`src/rtl/idle_tmr_pkg.sv`:
```
package idle_tmr_pkg;
   typedef enum logic [1:0] {
      DEV_DISK_PRI = 2'd0,
      DEV_DISK_SEC = 2'd1,
      DEV_DISPLAY  = 2'd2
   } dev_kind_e;

   localparam logic [1:0] OFS_PERIOD = 2'd0;
   localparam logic [1:0] OFS_CTRL   = 2'd1;
   localparam logic [1:0] OFS_STAT   = 2'd2;
   localparam logic [1:0] OFS_COUNT  = 2'd3;

   localparam logic [15:0] DISK_PRI_PORT = 16'h01F0;
   localparam logic [15:0] DISK_SEC_PORT = 16'h0170;
   localparam logic [31:0] DISP_MEM_LO   = 32'h000A_0000;
   localparam logic [31:0] DISP_MEM_HI   = 32'h000B_7FFF;
endpackage

```
`src/rtl/idle_act_decode.sv`:
```
module idle_act_decode
   import idle_tmr_pkg::*;
#(
   parameter int        ADDR_W = 20,
   parameter dev_kind_e KIND   = DEV_DISPLAY
) (
   input  logic              bus_valid,
   input  logic              bus_is_io,
   input  logic [ADDR_W-1:0] bus_addr,
   input  logic              act_strobe,
   output logic              activity
);
   localparam logic [ADDR_W-1:0] MEM_LO = ADDR_W'(DISP_MEM_LO);
   localparam logic [ADDR_W-1:0] MEM_HI = ADDR_W'(DISP_MEM_HI);

   initial begin
      assert (ADDR_W >= 20) else $error("idle_act_decode: ADDR_W must be at least 20");
   end

   logic io_cyc;
   logic bus_hit;

   // I/O space is 16 bits wide; upper address bits must be clear
   assign io_cyc = bus_valid && bus_is_io && (bus_addr[ADDR_W-1:16] == '0);

   generate
      if (KIND == DEV_DISPLAY) begin : g_display
         logic io_win;
         logic mem_win;
         assign io_win  = io_cyc && ((bus_addr[15:4] == 12'h03B) ||
                                     (bus_addr[15:4] == 12'h03C) ||
                                     (bus_addr[15:4] == 12'h03D));
         assign mem_win = bus_valid && !bus_is_io &&
                          (bus_addr >= MEM_LO) && (bus_addr <= MEM_HI);
         assign bus_hit = io_win || mem_win;
      end else begin : g_disk
         localparam logic [15:0] PORT = (KIND == DEV_DISK_SEC) ? DISK_SEC_PORT : DISK_PRI_PORT;
         assign bus_hit = io_cyc && (bus_addr[15:0] == PORT);
      end
   endgenerate

   assign activity = bus_hit || act_strobe;
endmodule

```
`src/rtl/idle_countdown.sv`:
```
module idle_countdown #(
   parameter int CNT_W = 16
) (
   input  logic             clk,
   input  logic             rst_n,
   input  logic             enable,
   input  logic             activity,
   input  logic             tick,
   input  logic [CNT_W-1:0] period,
   output logic [CNT_W-1:0] count,
   output logic             expire
);
   localparam logic [CNT_W-1:0] ONE = CNT_W'(1);

   initial begin
      assert (CNT_W >= 2) else $error("idle_countdown: CNT_W must be at least 2");
   end

   always_ff @(posedge clk) begin
      if (!rst_n) begin
         count <= '0;
      end else if (!enable || activity) begin
         count <= period;
      end else if (tick && (count != '0)) begin
         count <= count - ONE;
      end
   end

   assign expire = enable && !activity && tick && (count == ONE);

   assert_reload_wins_R11: assert property (@(posedge clk) disable iff (!rst_n)
      (enable && activity) |=> (count == $past(period)));

   assert_disabled_tracks_R9: assert property (@(posedge clk) disable iff (!rst_n)
      (!enable) |=> (count == $past(period)));

   assert_tick_step_R3: assert property (@(posedge clk) disable iff (!rst_n)
      (enable && !activity && tick && (count != '0)) |=> (count == $past(count) - ONE));

   assert_no_tick_hold_R3: assert property (@(posedge clk) disable iff (!rst_n)
      (enable && !activity && !tick) |=> $stable(count));
endmodule

```
`src/rtl/idle_status.sv`:
```
module idle_status (
   input  logic       clk,
   input  logic       rst_n,
   input  logic       expire,
   input  logic [1:0] clr,
   output logic       top_sts,
   output logic       src_sts
);
   always_ff @(posedge clk) begin
      if (!rst_n) begin
         top_sts <= 1'b0;
         src_sts <= 1'b0;
      end else begin
         top_sts <= expire || (top_sts && !clr[0]);
         src_sts <= expire || (src_sts && !clr[1]);
      end
   end

   assert_expire_sets_R7: assert property (@(posedge clk) disable iff (!rst_n)
      expire |=> (top_sts && src_sts));

   assert_top_clear_R8: assert property (@(posedge clk) disable iff (!rst_n)
      (top_sts && clr[0] && !expire) |=> !top_sts);

   assert_src_clear_R8: assert property (@(posedge clk) disable iff (!rst_n)
      (src_sts && clr[1] && !expire) |=> !src_sts);

   assert_top_sticky_R8: assert property (@(posedge clk) disable iff (!rst_n)
      $fell(top_sts) |-> $past(clr[0]));
endmodule

```
`src/rtl/idle_timer.sv`:
```
module idle_timer
   import idle_tmr_pkg::*;
#(
   parameter int        CNT_W  = 16,
   parameter int        ADDR_W = 20,
   parameter dev_kind_e KIND   = DEV_DISPLAY
) (
   input  logic              clk,
   input  logic              rst_n,
   input  logic              reg_we,
   input  logic [1:0]        reg_addr,
   input  logic [CNT_W-1:0]  reg_wdata,
   output logic [CNT_W-1:0]  reg_rdata,
   input  logic              bus_valid,
   input  logic              bus_is_io,
   input  logic [ADDR_W-1:0] bus_addr,
   input  logic              act_strobe,
   input  logic              sec_tick,
   output logic              smi_req
);
   logic [CNT_W-1:0] period_q;
   logic             en_q;
   logic [CNT_W-1:0] count;
   logic             activity;
   logic             expire;
   logic             top_sts;
   logic             src_sts;
   logic [1:0]       clr;

   always_ff @(posedge clk) begin
      if (!rst_n) begin
         period_q <= '0;
         en_q     <= 1'b0;
      end else if (reg_we) begin
         if (reg_addr == OFS_PERIOD) period_q <= reg_wdata;
         if (reg_addr == OFS_CTRL)   en_q     <= reg_wdata[0];
      end
   end

   assign clr = (reg_we && (reg_addr == OFS_STAT)) ? reg_wdata[1:0] : 2'b00;

   always_comb begin
      unique case (reg_addr)
         OFS_PERIOD: reg_rdata = period_q;
         OFS_CTRL:   reg_rdata = CNT_W'(en_q);
         OFS_STAT:   reg_rdata = CNT_W'({src_sts, top_sts});
         default:    reg_rdata = count;
      endcase
   end

   idle_act_decode #(.ADDR_W(ADDR_W), .KIND(KIND)) u_decode (
      .bus_valid (bus_valid),
      .bus_is_io (bus_is_io),
      .bus_addr  (bus_addr),
      .act_strobe(act_strobe),
      .activity  (activity)
   );

   idle_countdown #(.CNT_W(CNT_W)) u_count (
      .clk     (clk),
      .rst_n   (rst_n),
      .enable  (en_q),
      .activity(activity),
      .tick    (sec_tick),
      .period  (period_q),
      .count   (count),
      .expire  (expire)
   );

   idle_status u_status (
      .clk    (clk),
      .rst_n  (rst_n),
      .expire (expire),
      .clr    (clr),
      .top_sts(top_sts),
      .src_sts(src_sts)
   );

   assign smi_req = top_sts || src_sts;

   assert_disabled_quiet_R9: assert property (@(posedge clk) disable iff (!rst_n)
      (!en_q && !smi_req) |=> !smi_req);
endmodule

```
`config.mk`:
```
export PLATFORM = sky130hd
export DESIGN_NAME = idle_timer
export DESIGN_NICKNAME = d
export VERILOG_FILES = /design/src/rtl/idle_tmr_pkg.sv /design/src/rtl/idle_act_decode.sv /design/src/rtl/idle_countdown.sv /design/src/rtl/idle_status.sv /design/src/rtl/idle_timer.sv
export SDC_FILE = /design/constraint.sdc
export NUM_CORES = 1
export LEC_CHECK = 0
export CAP_MARGIN = 20
export CORE_MARGIN = 2
export CORE_UTILIZATION = 46
export DETAILED_ROUTE_END_ITERATION = 8
export GPL_TIMING_DRIVEN = 0
export HOLD_SLACK_MARGIN = 0.15
export PLACE_DENSITY = 0.79
export SETUP_SLACK_MARGIN = 0.5
export SLEW_MARGIN = 5
export SYNTH_ARGS = -nofsm -noshare
export SYNTH_HDL_FRONTEND = slang
export SYNTH_SLANG_ARGS = --single-unit
export TNS_END_PERCENT = 1
```
`constraint.sdc`:
```
create_clock -name clk -period 2.5 [get_ports clk]
set_clock_uncertainty 0.1 [all_clocks]
set_input_delay 0.75 -clock clk [delete_from_list [all_inputs] [get_ports clk]]
set_output_delay 0.75 -clock clk [all_outputs]
set_load 0.1 [all_outputs]
```
Word level (Yosys, flattened, before mapping)
Cells that the tools add are included.

word-level totals
  register bits = 35
  word-level logic and storage cells = 50
  output and inout bits = 17
  input port bits = 45

operators by class
  reduce and logical (&&, ||, !) cells = 32
  add/subtract/negate cells = 1
  equality and inequality tests = 6
  multiplexer cells = 4
  magnitude comparators = 2

operator list
  cell                     number
  $pmux W16 S3             1
  $eq A12 B6 Y1 const B    3
  $mux W16                 2
  $ge A20 B20 Y1 const B   1
  $le A20 B20 Y1 const B   1
  $eq A16 B1 Y1 const B    1
  $reduce_bool A16 Y1      1
  $sub A16 B1 Y16 const B  1
  $logic_and A1 B1 Y1      13
  $logic_or A1 B1 Y1       8
  $logic_not A1 Y1         5
  $logic_not A4 Y1         1
  $reduce_and A2 Y1        2
  $eq A2 B1 Y1 const B     1
  $eq A2 B2 Y1 const B     1
  $logic_not A2 Y1         1
  $mux W2                  1
  $reduce_bool A2 Y1       1

Longest topological paths before layout
  depth after elaboration = 11
  gate-level depth with buffers = 8

Modules after synthesis
A second synthesis with hierarchy kept.

second synthesis, totals
  cells, all modules = 243
  area total of the unflattened synthesis = 2100.8 um^2

modules (own cells, without submodules)
  module           instances  cells an instance  area an instance (um^2)  sequential area each (um^2)
  idle_countdown   1          126                1006.0                   320.3
  idle_timer       1          100                927.1                    340.3
  idle_act_decode  1          11                 85.1                     0.0
  idle_status      1          6                  82.6                     40.0

Worst setup path before layout
OpenSTA, ideal clock, no wires.

  kind = input -> output
  from = input port reg_addr[1]
  to = output port reg_rdata[10]
  arrival = 2.151 ns
  path buffers = 1
  slack = -0.501 ns
  stages = 3
  cells stage by stage = nor2_1 -> clkbuf_1 -> a22o_1

between the ends
  word-level cells in the longest chain between the ends = 2
  elaborated cells on any way between the ends = 4
  classes of those cells = eq/ne (2); mux (1); reduce/logical (1)

RTL lines
  element                               line              text
  start: declaration                    idle_timer.sv:11  input logic [1:0] reg_addr,
  $eq A2 B2 Y1 (tied with other cells)  idle_timer.sv:43  unique case (reg_addr)
  $pmux W16 S3 *                        idle_timer.sv:43
  end: declaration                      idle_timer.sv:13  output logic [CNT_W-1:0] reg_rdata,

Mark *: on every way between the ends. The rest lies on a longest branch, timed or not.

Worst setup path after layout
  from = input port reg_addr[1]
  to = output port reg_rdata[4]

The elaborated chain is that of the path after synthesis.

==> qor.yml <==
status:
  status: "complete, but fails checks"
  violations: "setup timing"
yosys:
  ys.warnings.count: 0
  syn_nets: 278
  synth_top_family_by_area: "compound AO/OA/AOI/OAI gates"
  synth-seq-cells: 35
  syn_area_um2: 1950
  synth_ff_type: "dfxtp_1"
  synthMuxAreaShare_pct: 3.27
  yosysSeqAreaShare_pct: 35.9
  netlist.top_cell.by_area: "dfxtp_1"
  synth_fa_ha_area_share_pct: 1.28
  synthSimpleGateAreaFrac_pct: 24.4
  synth_common_cells: "nand2_1, dfxtp_1, a21boi_0, o21ai_0"
  synth_xor_area_share_pct: 3.59
  synth_area_leaders: "dfxtp_1, nand2_1, a21boi_0"
  synth_compound_area_share_pct: 27.6
  synth_top_area_share_pct: 35.9
  async_reset_ff_share_pct: 0
  synth_cells: 231
  yosysMostFrequentCell: "nand2_1"
  synth_edf_count: 0
  avgSynthCellArea_um2: 8.46
  yosysUniqueCellTypes: 49
timing:
  fmax_ghz: 0.386
  min_period_ns: 2.59
  setup_viol: 10
  rsz0062_at_grt: "yes"
  tightest_slew_ns: 0.845
  fin_ws_ns: -0.0901
  slew-limit-headroom_pct: 43.2
  hold_viol: 0
  fin_crit_sh_pct: 104
  drv_slew: 0
worst_setup_path:
  start_kind: "primary input"
  criticalPathCategory: "primary input to output port"
  crit_required_ns: 1.65
  cp-end-kind: "output port"
  path_max_fanout: 6
  worstPathArrival_ns: 1.74
route:
  dr.first_iter.drc_count: 254
  ant_nets: 0
  first_pass_iters: 4
  viasPerCell: 6.23
  drcViolationCount: 0
  wire_per_inst_um: 21.2
  drt-total-wl_um: 7390
  vias: 2168
grt:
  grt_pass1_wl_um: 11000
  grt_use_met2_pct: 46.9
  gr-usage-all-layers_pct: 29.1
  first_global_vias: 2073
  grt_remaining_overflow: 0
  grtUsageMet3_pct: 7.27
  groute.layer.met1.usage_pct: 36.6
  busiest_layer: "met2"
  antenna_found_initial: 0
  grt_max_degree: 11
layout:
  drive_gt1_share_pct: 37.6
  insertedDiodeCount: 0
  final_cells: 348
  nNetsFinal: 344
  syn_to_final_growth_pct: 69.2
  fill_cells: 221
  utilization_pct: 81.5
clocking:
  hold_buffers: 0
  cts_buffer_depth: 2
  cts-root-buf: "clkbuf_8"
  cts_buffers: 5
  clock_latency_ns: 0.30
  clkTransAtPathRegs_ns: 0.07
  htreeDepth: 2
  cts_sinks: 35
  cts_tree: "done"
die:
  top_level_ports: 62
  rows: 23
  die-area_um2: 4790
  die_x_um: 69.2
  start_util_pct: 48.2
  coreArea_um2: 4060
  die_h_um: 69.2
placed_design:
  port_buffers: 57
  pre_cts_slack_ns: -1.55
  routabilityCongestion: 0.837
  dp.cells: 338
  post-dp-hpwl_um: 4030
power_and_ir_drop:
  ir_drop_uv: 387
  p_leak_nw: 1.26
  power_density_nw_per_um2: 438
run:
  maxCapViolations: 0
worst_hold_path:
  hold_class: "flip-flop to flip-flop"
[report_power, final]
group	switching, mW	leakage [nW]	internal (mW)	total [mW]
clock network	0.211	0.0515	0.252	0.463
registers	0.0321	0.286	0.573	0.605
logic	0.202	0.921	0.179	0.381
total	0.445	1.26	1.00	1.45
[flip-flops by register name, indices dropped and copies added (netlist names)]
register	flops
u_status.src_sts	1
u_status.top_sts	1
u_count.count	16
period_q	16
en_q	1
[logic make-up (layout without fill, tap and decap cells)]
logic type | count (synthesis) | count (layout)
AND/OR/NAND/NOR | 85 | 85
AO/OA/AOI/OAI | 78 | 78
flip-flops | 35 | 35
buffers and inverters | 18 | 85
XOR/XNOR | 8 | 8
multiplexers | 5 | 5
adder cells (fa/ha/maj) | 2 | 2
[stage by stage]
stage               hold WS, ns  setup TNS [ns]  area, µm²  power (mW)
floorplan                 0.350               0       2060       0.796
global placement          0.370          -29.28       2700       0.905
detailed placement        0.374          -29.28       2700       0.908
CTS                       0.397          -0.720       3180        1.40
global route              0.426          -0.832       3310        1.49
finish                    0.403          -0.755       3310        1.45
[final cells by class]
cell class / count / area (µm²) / area share, %
well taps: 50 / 62.6 / 1.89
plain buffers: 13 / 139 / 4.20
inverters: 5 / 18.8 / 0.568
clock buffers: 8 / 100 / 3.03
flip-flops and latches: 35 / 711 / 21.5
repair buffers: 59 / 746 / 22.6
multi-input cells: 178 / 1530 / 46.3
[critical path, cell delays in order]
cell       delay [ns]
buf_8            0.11
and2_4           0.16
buf_8            0.13
clkbuf_16        0.16
a22o_4           0.26
buf_12           0.17
[per-layer routing]
metal,up-vias,wire [µm]
met1,1065,3080
met3,19,549
met5,-,0
met4,0,206
li1,986,-
met2,98,3560
[placed cells by master, fill, tap and decap left out, drive strengths merged, types with 2 or more instances in the layout]
cell type / n
nand2: 42
dfxtp: 35
buf: 33
clkdlybuf4s50: 19
a21boi: 19
o21ai: 17
clkbuf: 16
a22o: 15
a21oi: 14
dlygate4sd2: 11
xor2: 6
nor4: 6
nand4: 5
nor3: 5
inv: 5
a31oi: 5
nor2: 4
nand3: 4
nand4b: 3
nor2b: 3
mux2i: 3
nand3b: 3
nand2b: 2
xnor2: 2
and2: 2
or4: 2
ha: 2
[worst paths after layout]
check | cells after the start | start | endpoint | slack [ns]
max | 6 | reg_addr[1] | reg_rdata[4] | -0.09
min | 2 | u_status.src_sts | u_status.src_sts | 0.40
max reg2reg | 7 | u_count.count[0] | u_count.count[14] | 0.26
min reg2reg | 2 | u_status.src_sts | u_status.src_sts | 0.40
[repair_timing]
item | CTS | global route
endpoints found under the setup margin | 51 | 50
pin swaps | 33 | 27
cloned | 1 | 0
buffers inserted | 1 | 0
resized for setup | 257 | 39
No activity file was read; power rests on OpenSTA's default activity.
